### config.mk
export PLATFORM = sky130hd
export DESIGN_NAME = i2c_ptr_target
export DESIGN_NICKNAME = d
export VERILOG_FILES = /design/src/rtl/i2c_ptr_pkg.sv /design/src/rtl/i2c_pin_sync.sv /design/src/rtl/crc8_byte.sv /design/src/rtl/i2c_ptr_target.sv
export SDC_FILE = /design/constraint.sdc
export NUM_CORES = 1
export LEC_CHECK = 0
export BUFFER_PORTS_ARGS = -buffer_cell sky130_fd_sc_hd__buf_2
export CORE_AREA = 2 2 69 71
export DETAILED_ROUTE_END_ITERATION = 10
export DIE_AREA = 0 0 71 73
export PLACE_DENSITY_LB_ADDON = 0.1
export SKIP_CTS_REPAIR_TIMING = 1
export SYNTH_ARGS = -nofsm -noshare
export SYNTH_HDL_FRONTEND = slang
export SYNTH_SLANG_ARGS = --single-unit
### constraint.sdc
create_clock -name clk -period 5.1 [get_ports clk]
set_clock_uncertainty 0.15 [all_clocks]
set_input_delay 0.51 -clock clk [delete_from_list [all_inputs] [get_ports clk]]
set_output_delay 0.51 -clock clk [all_outputs]
set_load 0.005 [all_outputs]
### src/rtl/i2c_ptr_pkg.sv
package i2c_ptr_pkg;

    typedef enum logic [2:0] {
        ST_IDLE,
        ST_RX,
        ST_RXDONE,
        ST_ACK,
        ST_TX,
        ST_MACK,
        ST_NEXT
    } tgt_state_e;

    typedef enum logic [0:0] {
        PH_ADDR,
        PH_PTR
    } rx_phase_e;

    typedef enum logic [1:0] {
        NX_NONE,
        NX_PTR,
        NX_TX,
        NX_DONE
    } after_ack_e;

endpackage

### src/rtl/i2c_pin_sync.sv
module i2c_pin_sync #(
    parameter int STAGES = 2
) (
    input  logic clk,
    input  logic rst_n,
    input  logic scl_i,
    input  logic sda_i,
    output logic scl_s,
    output logic sda_s,
    output logic scl_rise,
    output logic scl_fall,
    output logic start_ev,
    output logic stop_ev
);
    logic [STAGES-1:0] scl_ff_q;
    logic [STAGES-1:0] sda_ff_q;
    logic              scl_prev_q;
    logic              sda_prev_q;

    generate
        if (STAGES == 1) begin : g_one
            always_ff @(posedge clk or negedge rst_n) begin
                if (!rst_n) begin
                    scl_ff_q <= '1;
                    sda_ff_q <= '1;
                end else begin
                    scl_ff_q <= scl_i;
                    sda_ff_q <= sda_i;
                end
            end
        end else begin : g_many
            always_ff @(posedge clk or negedge rst_n) begin
                if (!rst_n) begin
                    scl_ff_q <= '1;
                    sda_ff_q <= '1;
                end else begin
                    scl_ff_q <= {scl_ff_q[STAGES-2:0], scl_i};
                    sda_ff_q <= {sda_ff_q[STAGES-2:0], sda_i};
                end
            end
        end
    endgenerate

    always_ff @(posedge clk or negedge rst_n) begin
        if (!rst_n) begin
            scl_prev_q <= 1'b1;
            sda_prev_q <= 1'b1;
        end else begin
            scl_prev_q <= scl_ff_q[STAGES-1];
            sda_prev_q <= sda_ff_q[STAGES-1];
        end
    end

    assign scl_s    = scl_ff_q[STAGES-1];
    assign sda_s    = sda_ff_q[STAGES-1];
    assign scl_rise = scl_s & ~scl_prev_q;
    assign scl_fall = ~scl_s & scl_prev_q;
    assign start_ev = scl_s & scl_prev_q & sda_prev_q & ~sda_s;
    assign stop_ev  = scl_s & scl_prev_q & ~sda_prev_q & sda_s;
endmodule

### src/rtl/crc8_byte.sv
module crc8_byte #(
    parameter int             W    = 8,
    parameter logic [W-1:0]   POLY = 8'h07
) (
    input  logic [W-1:0] crc_i,
    input  logic [W-1:0] data_i,
    output logic [W-1:0] crc_o
);
    logic [W-1:0] c;

    always_comb begin
        c = crc_i ^ data_i;
        for (int i = 0; i < W; i++) begin
            c = c[W-1] ? ((c << 1) ^ POLY) : (c << 1);
        end
        crc_o = c;
    end
endmodule

### src/rtl/i2c_ptr_target.sv
module i2c_ptr_target
    import i2c_ptr_pkg::*;
#(
    parameter logic [6:0] DEV_ADDR    = 7'h35,
    parameter int         SYNC_STAGES = 2,
    parameter int         GROUP_LEN   = 4,
    parameter logic [7:0] CRC_POLY    = 8'h07,
    parameter logic [7:0] CRC_INIT    = 8'hFF
) (
    input  logic       clk,
    input  logic       rst_n,
    input  logic       scl_i,
    input  logic       sda_i,
    output logic       sda_pull_o,
    input  logic       crc_en_i,
    output logic [6:0] rd_addr_o,
    input  logic [7:0] rd_data_i,
    output logic       trig_o
);
    localparam int AW = 7;
    localparam int DW = 8;
    localparam int GW = $clog2(GROUP_LEN + 1);
    localparam int CW = $clog2(DW);

    typedef struct packed {
        tgt_state_e       st;
        rx_phase_e        ph;
        after_ack_e       nx;
        logic [CW-1:0]    cnt;
        logic [DW-1:0]    sh;
        logic [AW-1:0]    ptr;
        logic             trig_req;
        logic             trig;
        logic [GW-1:0]    grp;
        logic [DW-1:0]    crc;
        logic             is_crc;
        logic             drive;
    } regs_t;

    regs_t r_d, r_q;

    logic scl_s, sda_s, scl_rise, scl_fall, start_ev, stop_ev;
    logic [DW-1:0] crc_nxt;
    logic [DW-1:0] rx_byte;
    logic          ptr_wr;
    logic          load;

    i2c_pin_sync #(.STAGES(SYNC_STAGES)) u_sync (
        .clk      (clk),
        .rst_n    (rst_n),
        .scl_i    (scl_i),
        .sda_i    (sda_i),
        .scl_s    (scl_s),
        .sda_s    (sda_s),
        .scl_rise (scl_rise),
        .scl_fall (scl_fall),
        .start_ev (start_ev),
        .stop_ev  (stop_ev)
    );

    crc8_byte #(.W(DW), .POLY(CRC_POLY)) u_crc (
        .crc_i  (r_q.crc),
        .data_i (rd_data_i),
        .crc_o  (crc_nxt)
    );

    assign rx_byte = {r_q.sh[DW-2:0], sda_s};

    always_comb begin
        r_d      = r_q;
        r_d.trig = 1'b0;
        ptr_wr   = 1'b0;
        load     = 1'b0;
        if (stop_ev) begin
            r_d.st    = ST_IDLE;
            r_d.drive = 1'b0;
            r_d.grp   = '0;
            r_d.crc   = CRC_INIT;
        end else if (start_ev) begin
            r_d.st    = ST_RX;
            r_d.ph    = PH_ADDR;
            r_d.cnt   = '0;
            r_d.drive = 1'b0;
            r_d.grp   = '0;
            r_d.crc   = CRC_INIT;
        end else begin
            unique case (r_q.st)
                ST_RX: if (scl_rise) begin
                    r_d.sh  = rx_byte;
                    r_d.cnt = r_q.cnt + 1'b1;
                    if (r_q.cnt == CW'(DW - 1)) begin
                        r_d.st = ST_RXDONE;
                        if (r_q.ph == PH_ADDR) begin
                            if (rx_byte[DW-1:1] == DEV_ADDR)
                                r_d.nx = rx_byte[0] ? NX_TX : NX_PTR;
                            else
                                r_d.nx = NX_NONE;
                        end else begin
                            ptr_wr       = 1'b1;
                            r_d.ptr      = rx_byte[AW-1:0];
                            r_d.trig_req = rx_byte[DW-1];
                            r_d.nx       = NX_DONE;
                        end
                    end
                end
                ST_RXDONE: if (scl_fall) begin
                    if (r_q.nx == NX_NONE) begin
                        r_d.st = ST_IDLE;
                    end else begin
                        r_d.st    = ST_ACK;
                        r_d.drive = 1'b1;
                    end
                end
                ST_ACK: if (scl_fall) begin
                    r_d.drive = 1'b0;
                    unique case (r_q.nx)
                        NX_PTR: begin
                            r_d.st  = ST_RX;
                            r_d.ph  = PH_PTR;
                            r_d.cnt = '0;
                        end
                        NX_DONE: begin
                            r_d.trig = r_q.trig_req;
                            r_d.st   = ST_IDLE;
                        end
                        NX_TX:   load = 1'b1;
                        default: r_d.st = ST_IDLE;
                    endcase
                end
                ST_TX: if (scl_fall) begin
                    if (r_q.cnt == CW'(DW - 1)) begin
                        r_d.st    = ST_MACK;
                        r_d.drive = 1'b0;
                    end else begin
                        r_d.sh    = r_q.sh << 1;
                        r_d.drive = ~r_q.sh[DW-2];
                        r_d.cnt   = r_q.cnt + 1'b1;
                    end
                end
                ST_MACK: if (scl_rise) begin
                    if (sda_s) begin
                        r_d.st = ST_IDLE;
                    end else begin
                        r_d.st = ST_NEXT;
                        if (!r_q.is_crc)
                            r_d.ptr = r_q.ptr + 1'b1;
                    end
                end
                ST_NEXT: if (scl_fall) load = 1'b1;
                default: r_d.st = ST_IDLE;
            endcase
        end

        if (load) begin
            r_d.st  = ST_TX;
            r_d.cnt = '0;
            if (crc_en_i && (r_q.grp == GW'(GROUP_LEN))) begin
                r_d.sh     = r_q.crc;
                r_d.drive  = ~r_q.crc[DW-1];
                r_d.crc    = CRC_INIT;
                r_d.grp    = '0;
                r_d.is_crc = 1'b1;
            end else begin
                r_d.sh     = rd_data_i;
                r_d.drive  = ~rd_data_i[DW-1];
                r_d.crc    = crc_nxt;
                r_d.grp    = (r_q.grp == GW'(GROUP_LEN)) ? GW'(1) : r_q.grp + 1'b1;
                r_d.is_crc = 1'b0;
            end
        end
    end

    always_ff @(posedge clk or negedge rst_n) begin
        if (!rst_n) begin
            r_q          <= '0;
            r_q.st       <= ST_IDLE;
            r_q.ph       <= PH_ADDR;
            r_q.nx       <= NX_NONE;
            r_q.crc      <= CRC_INIT;
        end else begin
            r_q <= r_d;
        end
    end

    assign sda_pull_o = r_q.drive;
    assign rd_addr_o  = r_q.ptr;
    assign trig_o     = r_q.trig;
endmodule

==> impl_metrics.env, run 1 <==
export IMPL_pre_cts_slack_ns=2.676
export IMPL_drt_first_pass_iters=4
export IMPL_slew_headroom=0.3572
export IMPL_rsz0062_at_grt="false"
export IMPL_startpoint_type="flop"
export IMPL_fin_ws_ns=2.651
export IMPL_grt_max_degree=45
export IMPL_wl_mm=5.522
export IMPL_avgSynthCellArea_sq_um=9.838
export IMPL_cts_buffers=5
export IMPL_synth_distinct_cells=59
export IMPL_gp_congestion=0.8315
export IMPL_hold_viol=0
export IMPL_synth_ff_type="dfrtp_1"
export IMPL_power_density_nw_per_um2=260.4
export IMPL_peakVddDrop_v=0.0001316
export IMPL_r2r_end="r_q[25]"
export IMPL_cts_tree="done"
export IMPL_ys_warn_count=0
export IMPL_post_route_util=0.6419
export IMPL_io_pins=22
export IMPL_reg2regPathDepth=6
export IMPL_critical_path_depth=6
export IMPL_clk_pin_slew_ns=0.08
export IMPL_path_cells="ha_1 > ha_1 > o31a_1 > or3_1 > a21oi_4 > mux2_2"
export IMPL_die_area_sq_um=5183
export IMPL_finalPower_uw=758.2
export IMPL_mostFrequentLayoutCell="dfrtp_1"
export IMPL_cpLargestDelayFamily="compound AO/OA/AOI/OAI gates"
export IMPL_root_buffer="clkbuf_8"
export IMPL_dp_cells=333
export IMPL_ys_ff_latch=44
export IMPL_whs_ns=0.1559
export IMPL_antenna_found_initial=0
export IMPL_final_cell_area_sq_um=2912
export IMPL_async_flop_share=1.000
export IMPL_core_area_sq_um=4536
export IMPL_min_period_ns=2.449
export IMPL_r2r_start="r_q[30]"
export IMPL_grt_use_total=0.2293
export IMPL_dp_hpwl_mm=3.855
export IMPL_grt_pass1_wl_mm=9.515
export IMPL_initial_core_util=0.6008
export IMPL_route_detailed_drc=0
export IMPL_r2r_slack_ns=2.65
export IMPL_htreeDepth=2
export IMPL_antennaDiodeCount=0
export IMPL_synth_seq_area_share=0.4105
export IMPL_drive_above_1_share=0.2056
export IMPL_die_w_um=71
export IMPL_first_global_vias=1942
export IMPL_hold_path_class="input port to flop"
export IMPL_worst_pin_slew_ns=0.9643
export IMPL_cts_sink_count=44
export IMPL_grt_overflow=0
export IMPL_fin_crit_sh=0.4801
export IMPL_outcome="completed"
export IMPL_final_cell_mix="dfrtp_1 (30), a21oi_1 (22), buf_2 (21)"
export IMPL_endpoint_kind="flop"
export IMPL_crit_fanout=7
export IMPL_die_h_um=73
export IMPL_n_fill_cell=381
export IMPL_cts_path_max_buffers=2
export IMPL_setup_viol=0
export IMPL_num_nets_final=304
export IMPL_worstPathArrival_ns=2.48
export IMPL_synth_edf_count=0
export IMPL_rows=25
export IMPL_cpMaxStageDelayCell="dfrtp_1"
export IMPL_cp_slowest_stage_delay_ns=0.40
export IMPL_slew_viol_final=0
export IMPL_setup_tns_ns=0
export IMPL_clk_latency_ns=0.30
export IMPL_required_ns=5.13
export IMPL_postPlaceCellArea_sq_um=2779
export IMPL_final_cells=341
export IMPL_synth_fp_nets=295
export IMPL_critPathLaunch="r_q[30]"
export IMPL_drt_initial_drc_count=149
export IMPL_cp_endpoint="r_q[25]"
export IMPL_synth_cells=277
export IMPL_wl_per_cell_um=16.19
export IMPL_path_class="flop to flop"
export IMPL_netlist_area_sq_um=2725
export IMPL_place_port_buffers=21
export IMPL_synthToLayoutAreaGrowth_pct=6.841
export IMPL_vias=2055
export IMPL_fmax_mhz=408.4
export IMPL_path_common_cell="ha_1"
export IMPL_ant_nets=0
export IMPL_via_per_inst=6.026
export IMPL_power_leakage_nw=1.279
export IMPL_maxCapViolations=0
export IMPL_crit_buf_inv=0
## report_power, final
| group | switching (mW) | internal, mW |
|---|---|---|
| combinational | 0.0383 | 0.0317 |
| sequential | 0.0104 | 0.359 |
| clock | 0.123 | 0.196 |
| total | 0.172 | 0.587 |
## per-layer routing
layer / share of wire / track usage / vias up
met3: 0.040 / 0.03867 / 9
met1: 0.49 / 0.3283 / 979
li1: - / - / 1019
met2: 0.46 / 0.3593 / 48
met4: 0.013 / 0.06918 / 0
met5: 0 / 0 / -
## kinds of logic after synthesis
| kind of cell | count (synthesis) | synth area share |
|---|---|---|
| multiplexers | 19 | 0.07392 |
| flip-flops | 44 | 0.4105 |
| XOR/XNOR | 23 | 0.07392 |
| buffers and inverters | 28 | 0.05739 |
| AO/OA/AOI/OAI | 85 | 0.2163 |
| AND/OR/NAND/NOR | 73 | 0.1451 |
| adder cells (fa/ha/maj) | 5 | 0.02296 |
## worst reg2reg max path, cell delays in order (launching register included)
cell and delay (ns):
dfrtp_1 0.40, ha_1 0.20, ha_1 0.26, o31a_1 0.31, or3_1 0.35, a21oi_4 0.28, mux2_2 0.37
## registers in the layout, summed over array words and instances, names as in the netlist
signal	flops
r_q	29
rd_addr_o	7
sda_pull_o	1
trig_o	1
u_sync.scl_ff_q	2
u_sync.scl_prev_q	1
u_sync.sda_ff_q	2
u_sync.sda_prev_q	1
## synthesized netlist by cell type (2+ instances only)
library cell | number | share of area
a211oi_1 | 2 | 0.0055
a21boi_0 | 2 | 0.0055
a21oi_1 | 22 | 0.040
a22o_1 | 3 | 0.0096
a22oi_1 | 2 | 0.0055
a311o_1 | 4 | 0.015
a31oi_1 | 5 | 0.011
and2_1 | 2 | 0.0046
and3_1 | 2 | 0.0046
buf_2 | 5 | 0.0092
buf_4 | 8 | 0.022
buf_6 | 2 | 0.0083
clkbuf_1 | 5 | 0.0069
dfrtp_1 | 30 | 0.28
dfstp_2 | 14 | 0.13
ha_1 | 5 | 0.023
inv_1 | 8 | 0.011
mux2_1 | 2 | 0.0083
mux2_2 | 7 | 0.029
mux2i_1 | 10 | 0.037
nand2_1 | 20 | 0.028
nand2b_1 | 3 | 0.0069
nand3_1 | 8 | 0.015
nand3b_1 | 3 | 0.0083
nor2_1 | 18 | 0.025
nor2b_1 | 4 | 0.0092
o211ai_1 | 2 | 0.0055
o21a_1 | 4 | 0.011
o21ai_0 | 17 | 0.031
o22a_1 | 3 | 0.0096
o2bb2ai_1 | 6 | 0.019
xnor2_1 | 19 | 0.061
xor2_1 | 4 | 0.013
## layout make-up
cell class / instances / area, sq um / area share
Multi-Input combinational cell: 205 / 1450 / 0.4981
Sequential cell: 44 / 1119 / 0.3842
Timing Repair Buffer: 22 / 112.6 / 0.03868
Clock buffer: 6 / 72.57 / 0.02492
Tap cell: 54 / 67.56 / 0.02321
Clock inverter: 2 / 60.06 / 0.02063
Inverter: 8 / 30.03 / 0.01031
## worst min path at each step
stage                       startpoint            endpoint  cells past startpoint
finish                           sda_i  u_sync.sda_ff_q[0]                      1
global route                     scl_i  u_sync.scl_ff_q[0]                      1
CTS                              sda_i  u_sync.sda_ff_q[0]                      1
detailed placement  u_sync.sda_ff_q[0]  u_sync.sda_ff_q[1]                      0
global placement    u_sync.sda_ff_q[0]  u_sync.sda_ff_q[1]                      0
floorplan                        rst_n             r_q[10]                      0
Power figures use the tool's default switching activity.
==> inputs of run 2 (changes only) <==
CORE_AREA = 2 2 75 77   (was 2 2 69 71)
DIE_AREA = 0 0 77 79   (was 0 0 71 73)
clock period = 2.1 ns   (was 5.1 ns; I/O delays follow)
==> run 2 against run 1 <==
The flow now finishes with violations (negative setup slack). Fmax rose by 9.2%. Global-route usage shrank 2.3 points. Non-clock buffer count up 41. Critical path type unchanged. Highest routed layer unchanged.
==> impl_metrics.env, run 2 (synthesis results as in run 1) <==
export IMPL_setup_viol=10
export IMPL_worstPathArrival_ns=2.28
export IMPL_hold_viol=0
export IMPL_slew_viol_final=0
export IMPL_gp_congestion=0.8665
export IMPL_rows=27
export IMPL_dp_hpwl_mm=4.233
export IMPL_final_cell_mix="buf_4 (36), dfrtp_1 (28), a21oi_1 (22)"
export IMPL_fin_crit_sh=1.068
export IMPL_wl_per_cell_um=15.21
export IMPL_power_density_nw_per_um2=546.5
export IMPL_ant_nets=0
export IMPL_first_global_vias=2086
export IMPL_slew_headroom=0.6370
export IMPL_final_cell_area_sq_um=3356
export IMPL_fmax_mhz=446.0
export IMPL_drt_first_pass_iters=4
export IMPL_drive_above_1_share=0.3354
export IMPL_largest_reg_flops=29
export IMPL_grt_use_total=0.2064
export IMPL_initial_core_util=0.5105
export IMPL_endpoint_kind="flop"
export IMPL_io_pins=22
export IMPL_cts_path_max_buffers=2
export IMPL_postPlaceCellArea_sq_um=3044
export IMPL_htreeDepth=2
export IMPL_mostFrequentLayoutCell="buf_4"
export IMPL_path_cells="ha_2 > ha_4 > o31a_1 > or3_4 > a21oi_4 > buf_12 > mux2_4"
export IMPL_worst_pin_slew_ns=0.5372
export IMPL_cpMaxStageDelayCell="or3_4"
export IMPL_die_h_um=79
export IMPL_drt_initial_drc_count=136
export IMPL_top_register="r_q"
export IMPL_cts_sink_count=44
export IMPL_fin_ws_ns=-0.1419
export IMPL_vias=2224
export IMPL_antenna_found_initial=0
export IMPL_clk_latency_ns=0.30
export IMPL_final_cells=400
export IMPL_pre_cts_slack_ns=-0.1304
export IMPL_cpLargestDelayFamily="compound AO/OA/AOI/OAI gates"
export IMPL_cts_buffers=5
export IMPL_crit_buf_inv=1
export IMPL_maxCapViolations=0
export IMPL_peakVddDrop_v=0.0003539
export IMPL_violations="negative setup slack"
export IMPL_whs_ns=0.1116
export IMPL_hold_path_class="input port to flop"
export IMPL_cp_slowest_stage_delay_ns=0.40
export IMPL_synthToLayoutAreaGrowth_pct=23.14
export IMPL_grt_pass1_wl_mm=9.977
export IMPL_clk_pin_slew_ns=0.08
export IMPL_power_leakage_nw=1.502
export IMPL_required_ns=2.13
export IMPL_via_per_inst=5.560
export IMPL_die_area_sq_um=6083
export IMPL_place_port_buffers=21
export IMPL_rsz0062_at_grt="true"
export IMPL_wl_mm=6.083
export IMPL_min_period_ns=2.242
export IMPL_crit_fanout=7
export IMPL_die_w_um=77
export IMPL_path_class="flop to flop"
export IMPL_cts_tree="done"
export IMPL_setup_tns_ns=-1.142
export IMPL_outcome="finished, violations left"
export IMPL_dp_cells=379
export IMPL_num_nets_final=345
export IMPL_startpoint_type="flop"
export IMPL_core_area_sq_um=5338
export IMPL_grt_overflow=0
export IMPL_root_buffer="clkbuf_8"
export IMPL_grt_max_degree=45
export IMPL_route_detailed_drc=0
export IMPL_antennaDiodeCount=0
==> run 2: changes by cell type in the layout (fill, tap and decap cells not counted), moves of 3 or more <==
cell / previous run / this run
buf_4: 1 / 36
mux2_4: 0 / 8
mux2_2: 7 / 1
dlygate4sd3_1: 0 / 3
==> run 2: report_power, final <==
group / leakage, nW / switching [mW] / internal (mW)
registers: 0.561 / 0.0159 / 0.871
clock network: 0.0645 / 0.295 / 0.420
logic: 0.877 / 0.115 / 0.117
total: 1.50 / 0.426 / 1.41
==> run 2: routing by layer <==
| layer | wire length [um] | vias to the layer above | global-route usage | part of all wire |
|---|---|---|---|---|
| met5 | 0 | - | 0 | 0 |
| met4 | 145 | 0 | 0.05714 | 0.024 |
| met3 | 234 | 14 | 0.04091 | 0.038 |
| met2 | 2789 | 51 | 0.3342 | 0.46 |
| met1 | 2913 | 1053 | 0.2846 | 0.48 |
| li1 | - | 1106 | - | - |
==> run 2: cell type report <==
type / count / area [sq um]
clock buffers: 7 / 96.34
multi-input cells: 205 / 1531
repair buffers: 63 / 456.7
flip-flops and latches: 44 / 1121
fillers: 467 / 1982
inverters: 8 / 30.03
clock inverters: 1 / 30.03
well taps: 72 / 90.09
==> run 2: through the flow <==
step | total power [mW] | util
6_report | 1.834 | 0.6287
3_3_place_gp | 1.106 | 0.5703
4_1_cts | 1.827 | 0.5940
2_1_floorplan | 1.029 | -
5_1_grt | 1.913 | 0.6287
3_5_place_dp | 1.110 | 0.5703
==> run 2: tightest hold or removal path, delay by kind of cell <==
kind / cells / cell delay (ns)
AO/OA/AOI/OAI: 1 / 0.08
XOR/XNOR: 1 / 0.15
buffers and inverters: 1 / 0.12
==> run 2: path summary, 6_finish.rpt <==
path                                         start                 end  slack (ns)  depth (start not counted)
worst max register to register             r_q[31]             r_q[24]       -0.14                          7
worst min register to register  u_sync.sda_ff_q[0]  u_sync.sda_ff_q[1]        0.21                          0
max in group asynchronous                    rst_n             r_q[36]        1.02                          3
min in group asynchronous                    rst_n             r_q[35]        0.35                          3
worst max-delay path                       r_q[31]             r_q[24]       -0.14                          7
worst min-delay path                  rd_data_i[7]              r_q[9]        0.11                          3
